[config.mk]
export PLATFORM = sky130hd
export DESIGN_NAME = scaled_sys_counter
export DESIGN_NICKNAME = d
export VERILOG_FILES = /design/src/rtl/ssc_pkg.sv /design/src/rtl/ssc_regfile.sv /design/src/rtl/ssc_accum.sv /design/src/rtl/scaled_sys_counter.sv
export SDC_FILE = /design/constraint.sdc
export NUM_CORES = 1
export LEC_CHECK = 0
export CAP_MARGIN = 25
export CORE_UTILIZATION = 32
export CTS_CLUSTER_SIZE = 20
export DETAILED_ROUTE_END_ITERATION = 8
export SLEW_MARGIN = 25
export SYNTH_ARGS = -nofsm -noshare
export SYNTH_HDL_FRONTEND = slang
export SYNTH_SLANG_ARGS = --single-unit
[constraint.sdc]
create_clock -name clk -period 6.3 [get_ports clk]
set_clock_uncertainty 0.1 [all_clocks]
set_input_delay 1.26 -clock clk [delete_from_list [all_inputs] [get_ports clk]]
set_output_delay 1.26 -clock clk [all_outputs]
set_load 0.005 [all_outputs]
[src/rtl/ssc_pkg.sv]
package ssc_pkg;

    // Word offsets inside the control frame
    typedef enum logic [2:0] {
        OFS_CTRL  = 3'd0,
        OFS_CNTLO = 3'd1,
        OFS_CNTHI = 3'd2,
        OFS_SCALE = 3'd3
    } ssc_ofs_e;

    // Stored control bits (everything else in the word is read-as-zero)
    typedef struct packed {
        logic scl_en;
        logic cnt_en;
    } ssc_ctrl_t;

    // Increment equal to one whole count for a given fraction width
    function automatic logic [31:0] unity_scale(input int frac_w);
        return 32'(1) << frac_w;
    endfunction

endpackage

[src/rtl/ssc_regfile.sv]
module ssc_regfile
    import ssc_pkg::*;
#(
    parameter int DATA_W = 32,
    parameter int ADDR_W = 3,
    parameter int CNT_W  = 64,
    parameter int FRAC_W = 24
) (
    input  logic              clk,
    input  logic              rst,
    input  logic              bus_wr,
    input  logic              bus_frame,
    input  logic [ADDR_W-1:0] bus_addr,
    input  logic [DATA_W-1:0] bus_wdata,
    input  logic [CNT_W-1:0]  count_in,
    output ssc_ctrl_t         ctrl_o,
    output logic [DATA_W-1:0] scale_o,
    output logic              wr_lo_o,
    output logic              wr_hi_o,
    output logic [DATA_W-1:0] rdata_o
);
    localparam logic [DATA_W-1:0] SCALE_RST = DATA_W'(unity_scale(FRAC_W));

    ssc_ctrl_t         ctrl_q;
    logic [DATA_W-1:0] scale_q;
    logic              wr_ctl;
    logic              wr_ctrl;
    logic              wr_scale;

    assign wr_ctl   = bus_wr && !bus_frame;
    assign wr_ctrl  = wr_ctl && (bus_addr == ADDR_W'(OFS_CTRL));
    assign wr_scale = wr_ctl && (bus_addr == ADDR_W'(OFS_SCALE));
    assign wr_lo_o  = wr_ctl && (bus_addr == ADDR_W'(OFS_CNTLO));
    assign wr_hi_o  = wr_ctl && (bus_addr == ADDR_W'(OFS_CNTHI));

    always_ff @(posedge clk) begin
        if (rst) begin
            ctrl_q  <= '0;
            scale_q <= SCALE_RST;
        end else begin
            if (wr_ctrl) begin
                ctrl_q.cnt_en <= bus_wdata[0];
                ctrl_q.scl_en <= bus_wdata[1];
            end
            if (wr_scale) begin
                scale_q <= bus_wdata;
            end
        end
    end

    always_comb begin
        rdata_o = '0;
        if (!bus_frame) begin
            case (bus_addr)
                ADDR_W'(OFS_CTRL):  rdata_o = DATA_W'(ctrl_q);
                ADDR_W'(OFS_CNTLO): rdata_o = count_in[DATA_W-1:0];
                ADDR_W'(OFS_CNTHI): rdata_o = count_in[2*DATA_W-1:DATA_W];
                ADDR_W'(OFS_SCALE): rdata_o = scale_q;
                default:            rdata_o = '0;
            endcase
        end
    end

    assign ctrl_o  = ctrl_q;
    assign scale_o = scale_q;

endmodule

[src/rtl/ssc_accum.sv]
module ssc_accum
    import ssc_pkg::*;
#(
    parameter int DATA_W = 32,
    parameter int CNT_W  = 64,
    parameter int FRAC_W = 24
) (
    input  logic              clk,
    input  logic              rst,
    input  logic              tick,
    input  ssc_ctrl_t         ctrl,
    input  logic [DATA_W-1:0] scale,
    input  logic              wr_lo,
    input  logic              wr_hi,
    input  logic [DATA_W-1:0] wdata,
    output logic [CNT_W-1:0]  count_o
);
    localparam int ACC_W = CNT_W + FRAC_W;
    localparam logic [ACC_W-1:0] UNIT_INC = ACC_W'(1) << FRAC_W;

    logic [ACC_W-1:0] acc_q;
    logic [ACC_W-1:0] acc_d;
    logic [ACC_W-1:0] inc;

    assign inc = ctrl.scl_en ? ACC_W'(scale) : UNIT_INC;

    always_comb begin
        acc_d = acc_q;
        if (wr_lo || wr_hi) begin
            acc_d[FRAC_W-1:0] = '0;
            if (wr_lo) acc_d[FRAC_W +: DATA_W]          = wdata;
            if (wr_hi) acc_d[FRAC_W + DATA_W +: DATA_W] = wdata;
        end else if (ctrl.cnt_en && tick) begin
            acc_d = acc_q + inc;
        end
    end

    always_ff @(posedge clk) begin
        if (rst) acc_q <= '0;
        else     acc_q <= acc_d;
    end

    assign count_o = acc_q[ACC_W-1:FRAC_W];

endmodule

[src/rtl/scaled_sys_counter.sv]
module scaled_sys_counter
    import ssc_pkg::*;
#(
    parameter int DATA_W = 32,
    parameter int ADDR_W = 3,
    parameter int CNT_W  = 64,
    parameter int FRAC_W = 24
) (
    input  logic              clk,
    input  logic              rst,
    input  logic              ref_tick,
    input  logic              bus_wr,
    input  logic              bus_frame,
    input  logic [ADDR_W-1:0] bus_addr,
    input  logic [DATA_W-1:0] bus_wdata,
    output logic [DATA_W-1:0] bus_rdata,
    output logic [CNT_W-1:0]  count_out
);
    ssc_ctrl_t         ctrl_q;
    logic [DATA_W-1:0] scale_q;
    logic              wr_lo;
    logic              wr_hi;

    ssc_regfile #(
        .DATA_W(DATA_W), .ADDR_W(ADDR_W), .CNT_W(CNT_W), .FRAC_W(FRAC_W)
    ) u_regs (
        .clk      (clk),
        .rst      (rst),
        .bus_wr   (bus_wr),
        .bus_frame(bus_frame),
        .bus_addr (bus_addr),
        .bus_wdata(bus_wdata),
        .count_in (count_out),
        .ctrl_o   (ctrl_q),
        .scale_o  (scale_q),
        .wr_lo_o  (wr_lo),
        .wr_hi_o  (wr_hi),
        .rdata_o  (bus_rdata)
    );

    ssc_accum #(
        .DATA_W(DATA_W), .CNT_W(CNT_W), .FRAC_W(FRAC_W)
    ) u_acc (
        .clk    (clk),
        .rst    (rst),
        .tick   (ref_tick),
        .ctrl   (ctrl_q),
        .scale  (scale_q),
        .wr_lo  (wr_lo),
        .wr_hi  (wr_hi),
        .wdata  (bus_wdata),
        .count_o(count_out)
    );

endmodule

==> run metrics <==
outcome=completed; final worst-path cycle share=0.782; Worst path top cell family by delay=buffers and inverters; Crit Path Max Fanout=20; detailed placement HPWL=approximately 26000 microns; # rows=~60; GRT Overall Usage=0.247; RSZ-0062 raised after global routing=no; Yosys cell types=74; Fin. Hold Viols=0; synthesized cell area=slightly above 9000 sq um; EDFF count, synth=0; CTS tree=done; post-layout util=0.391; syn avg cell area=7.30 sq um; Die Wd=~170 microns; Boundary Pins=136; asr flop ratio synth=0; vias in the first global route=slightly above 9000; cts-stage hold buffer count=0; Crit path arrival time=~3.6 ns; die extent in y=172 microns; Max Cap Violations=0; routed length per instance=around 22 microns; fin. max-slew vios=0; Syn. warnings=0; gp weighted congestion=0.922; share of layout cells above drive strength 1=0.0760; setup TNS=0 ns; crit path time final=between 4 and 5 ns; Via density=slightly below 6; Core Box Area=between 20000 and 30000 sq um; Clk pwr share=0.518; sequential area share after synthesis=0.265; Least-Margin Pin Slew=a little over 0.9 ns; clock buffer count from CTS=17; crit path launch type=primary input; Post-DRT Antenna Nets=0; Mapped Cells=approximately 1300; Clock Path Buffers=2; Peak VDD IR=between 100 and 150 uV; total power=about 1.9 mW; part of the power in registers=0.409; total power per unit cell area=around 180 nW/um^2; Synth-to-Final Area Change=19.1%; largest net degree at the start of global routing=57; initial DRC count=1034; Starting Density=0.328; Internal=about 1.5 mW; WP data required=4.94 ns; switching share of power=0.250; Crit Path Class=in -> out; CP max stage cell=nor2b_2; CTS Sinks=122; Bufs and invs on worst path=3; Hold Crit Class=reg -> reg; Worst path max stage delay=around 0.66 ns; drt first pass iters=5; #FFs+latches synth=between 100 and 150; Post-CTS Resized=0; pre-CTS setup slack=about 1.4 ns; Max Freq=0.203 GHz; I/O Buffers=~140; FILL cells=2943; Worst Setup End Kind=primary output; most used cell, CP=clkdlybuf4s50_1; final WL=between 30000 and 40000 microns; post-CTS setup buffer count=0; nets=1365; worst-skew pair later-pin latency=approximately 0.43 ns; first-pass GRT wire length=approximately 55000 microns; crit-path cells=clkdlybuf4s50_1 > nor2b_2 > buf_4 > a22oi_1 > nor2_1 > clkdlybuf4s50_1; final worst setup slack=about 1.4 ns; Max-slew headroom=0.388; static leakage power=approximately 3.8 nW; worst hold margin=0.358 ns; syn nets=1337; Comb power frac=0.073; H-Tree Depth=4; total gr overflow=0; Top FF cell, synth=dfxtp_1; DRC errors left=0; initial antenna violation count=1; Switch Pwr=roughly 480 uW; Vias=between 9000 and 10000; clk slew on worst S/H paths=0.05 ns; clock root cell=clkbuf_16; die area=a little under 30000 sq um; Setup violations, final=0
## cell families after synthesis
group | Yosys count | share of synthesized area
AND/OR/NAND/NOR | 553 | 0.288
AO/OA/AOI/OAI | 331 | 0.237
buffers and inverters | 162 | 0.0932
flip-flops | 122 | 0.265
multiplexers | 34 | 0.0433
adder cells (fa/ha/maj) | 33 | 0.0456
XOR/XNOR | 29 | 0.0275
## registers in the layout (all words and copies together), names as in the netlist
signal          cells
u_regs.scale_o     32
u_acc.acc_q        88
u_regs.ctrl_o       2
## cell usage in the layout, fill, tap and decap left out, types with 24 or more instances in the layout
cell             count
and2_1              42
nor2_1             111
mux2_2              27
o21ai_0             33
a22oi_1             32
nand2_1            195
a21oi_1            111
and3_1              25
clkdlybuf4s50_1    133
dfxtp_1            122
nand3_1             40
nand4_1             24
nor3_1              44
ha_1                32
## per-layer routing
| layer | up-vias | GRT usage | share of wire | routed length, microns |
|---|---|---|---|---|
| li1 | 4601 | - | - | - |
| met1 | 4730 | 0.326 | 0.43 | 15600 |
| met2 | 439 | 0.402 | 0.46 | 16800 |
| met3 | 84 | 0.0398 | 0.078 | 2850 |
| met4 | 0 | 0.0962 | 0.034 | 1240 |
| met5 | - | 0 | 0 | 0 |
## through the flow
stage / cell area (sq um) / instances
finish: 11000 / 1682
detailed placement: 10400 / 1651
global placement: 10400 / 1651
CTS: 11000 / 1681
floorplan: 9220 / 1264
global route: 11000 / 1681
## area by class of cell
cell class | instances | area [sq um] | share of cell area
multi-input combinational | 980 | 5930 | 0.540
antenna | 1 | 2.50 | 0.000228
sequential | 122 | 2440 | 0.222
inverter | 15 | 56.3 | 0.00512
tap | 378 | 473 | 0.0430
timing repair buffer | 156 | 1500 | 0.136
clock buffer | 19 | 433 | 0.0394
clock inverter | 11 | 149 | 0.0136
## final timing paths
kind | startpoint | endpoint | slack (ns) | cells after the start
worst max-delay path | bus_addr[1] | bus_rdata[18] | 1.38 | 6
worst min-delay path | u_acc.acc_q[23] | u_acc.acc_q[23] | 0.36 | 2
worst max register to register | u_regs.ctrl_o[1] | u_acc.acc_q[36] | 1.90 | 14
worst min register to register | u_acc.acc_q[23] | u_acc.acc_q[23] | 0.36 | 2
## power by group through the flow
stage	Sequential [mW]	Clock, mW	Combinational (mW)
after detailed placement	0.809	0	0.140
final	0.792	1.00	0.142
after CTS	0.791	1.02	0.140
after global routing	0.793	1.05	0.149
after global placement	0.808	0	0.138
after floorplan	0.802	0	0.0713
## synthesized netlist by cell type, drive strengths merged (12+ instances only)
cell type | n | area share
a2111oi | 12 | 0.012
a211oi | 14 | 0.011
a21o | 23 | 0.019
a21oi | 113 | 0.062
a22oi | 32 | 0.026
a31oi | 22 | 0.015
and2 | 43 | 0.029
and3 | 25 | 0.017
buf | 72 | 0.056
clkbuf | 75 | 0.031
dfxtp | 122 | 0.26
ha | 32 | 0.043
inv | 15 | 0.0061
mux2 | 27 | 0.033
nand2 | 195 | 0.079
nand3 | 43 | 0.025
nand4 | 24 | 0.016
nor2 | 113 | 0.046
nor3 | 45 | 0.026
nor4 | 12 | 0.0088
o21ai | 33 | 0.018
or3 | 15 | 0.010
xnor2 | 17 | 0.016
xor2 | 12 | 0.011
## worst reg2reg max path, cell delays in order, from the launching register on
cell       delay [ns]
dfxtp_1          0.61
and2_1           0.35
ha_1             0.23
fa_1             0.40
a21oi_1          0.21
o21ai_0          0.13
and3_1           0.23
o311ai_0         0.44
nand3_1          0.34
a21oi_2          0.20
buf_4            0.26
nor3_1           0.07
buf_4            0.20
and3_1           0.19
a2111oi_0        0.33
Note: power is estimated with default switching activity, not from simulation.
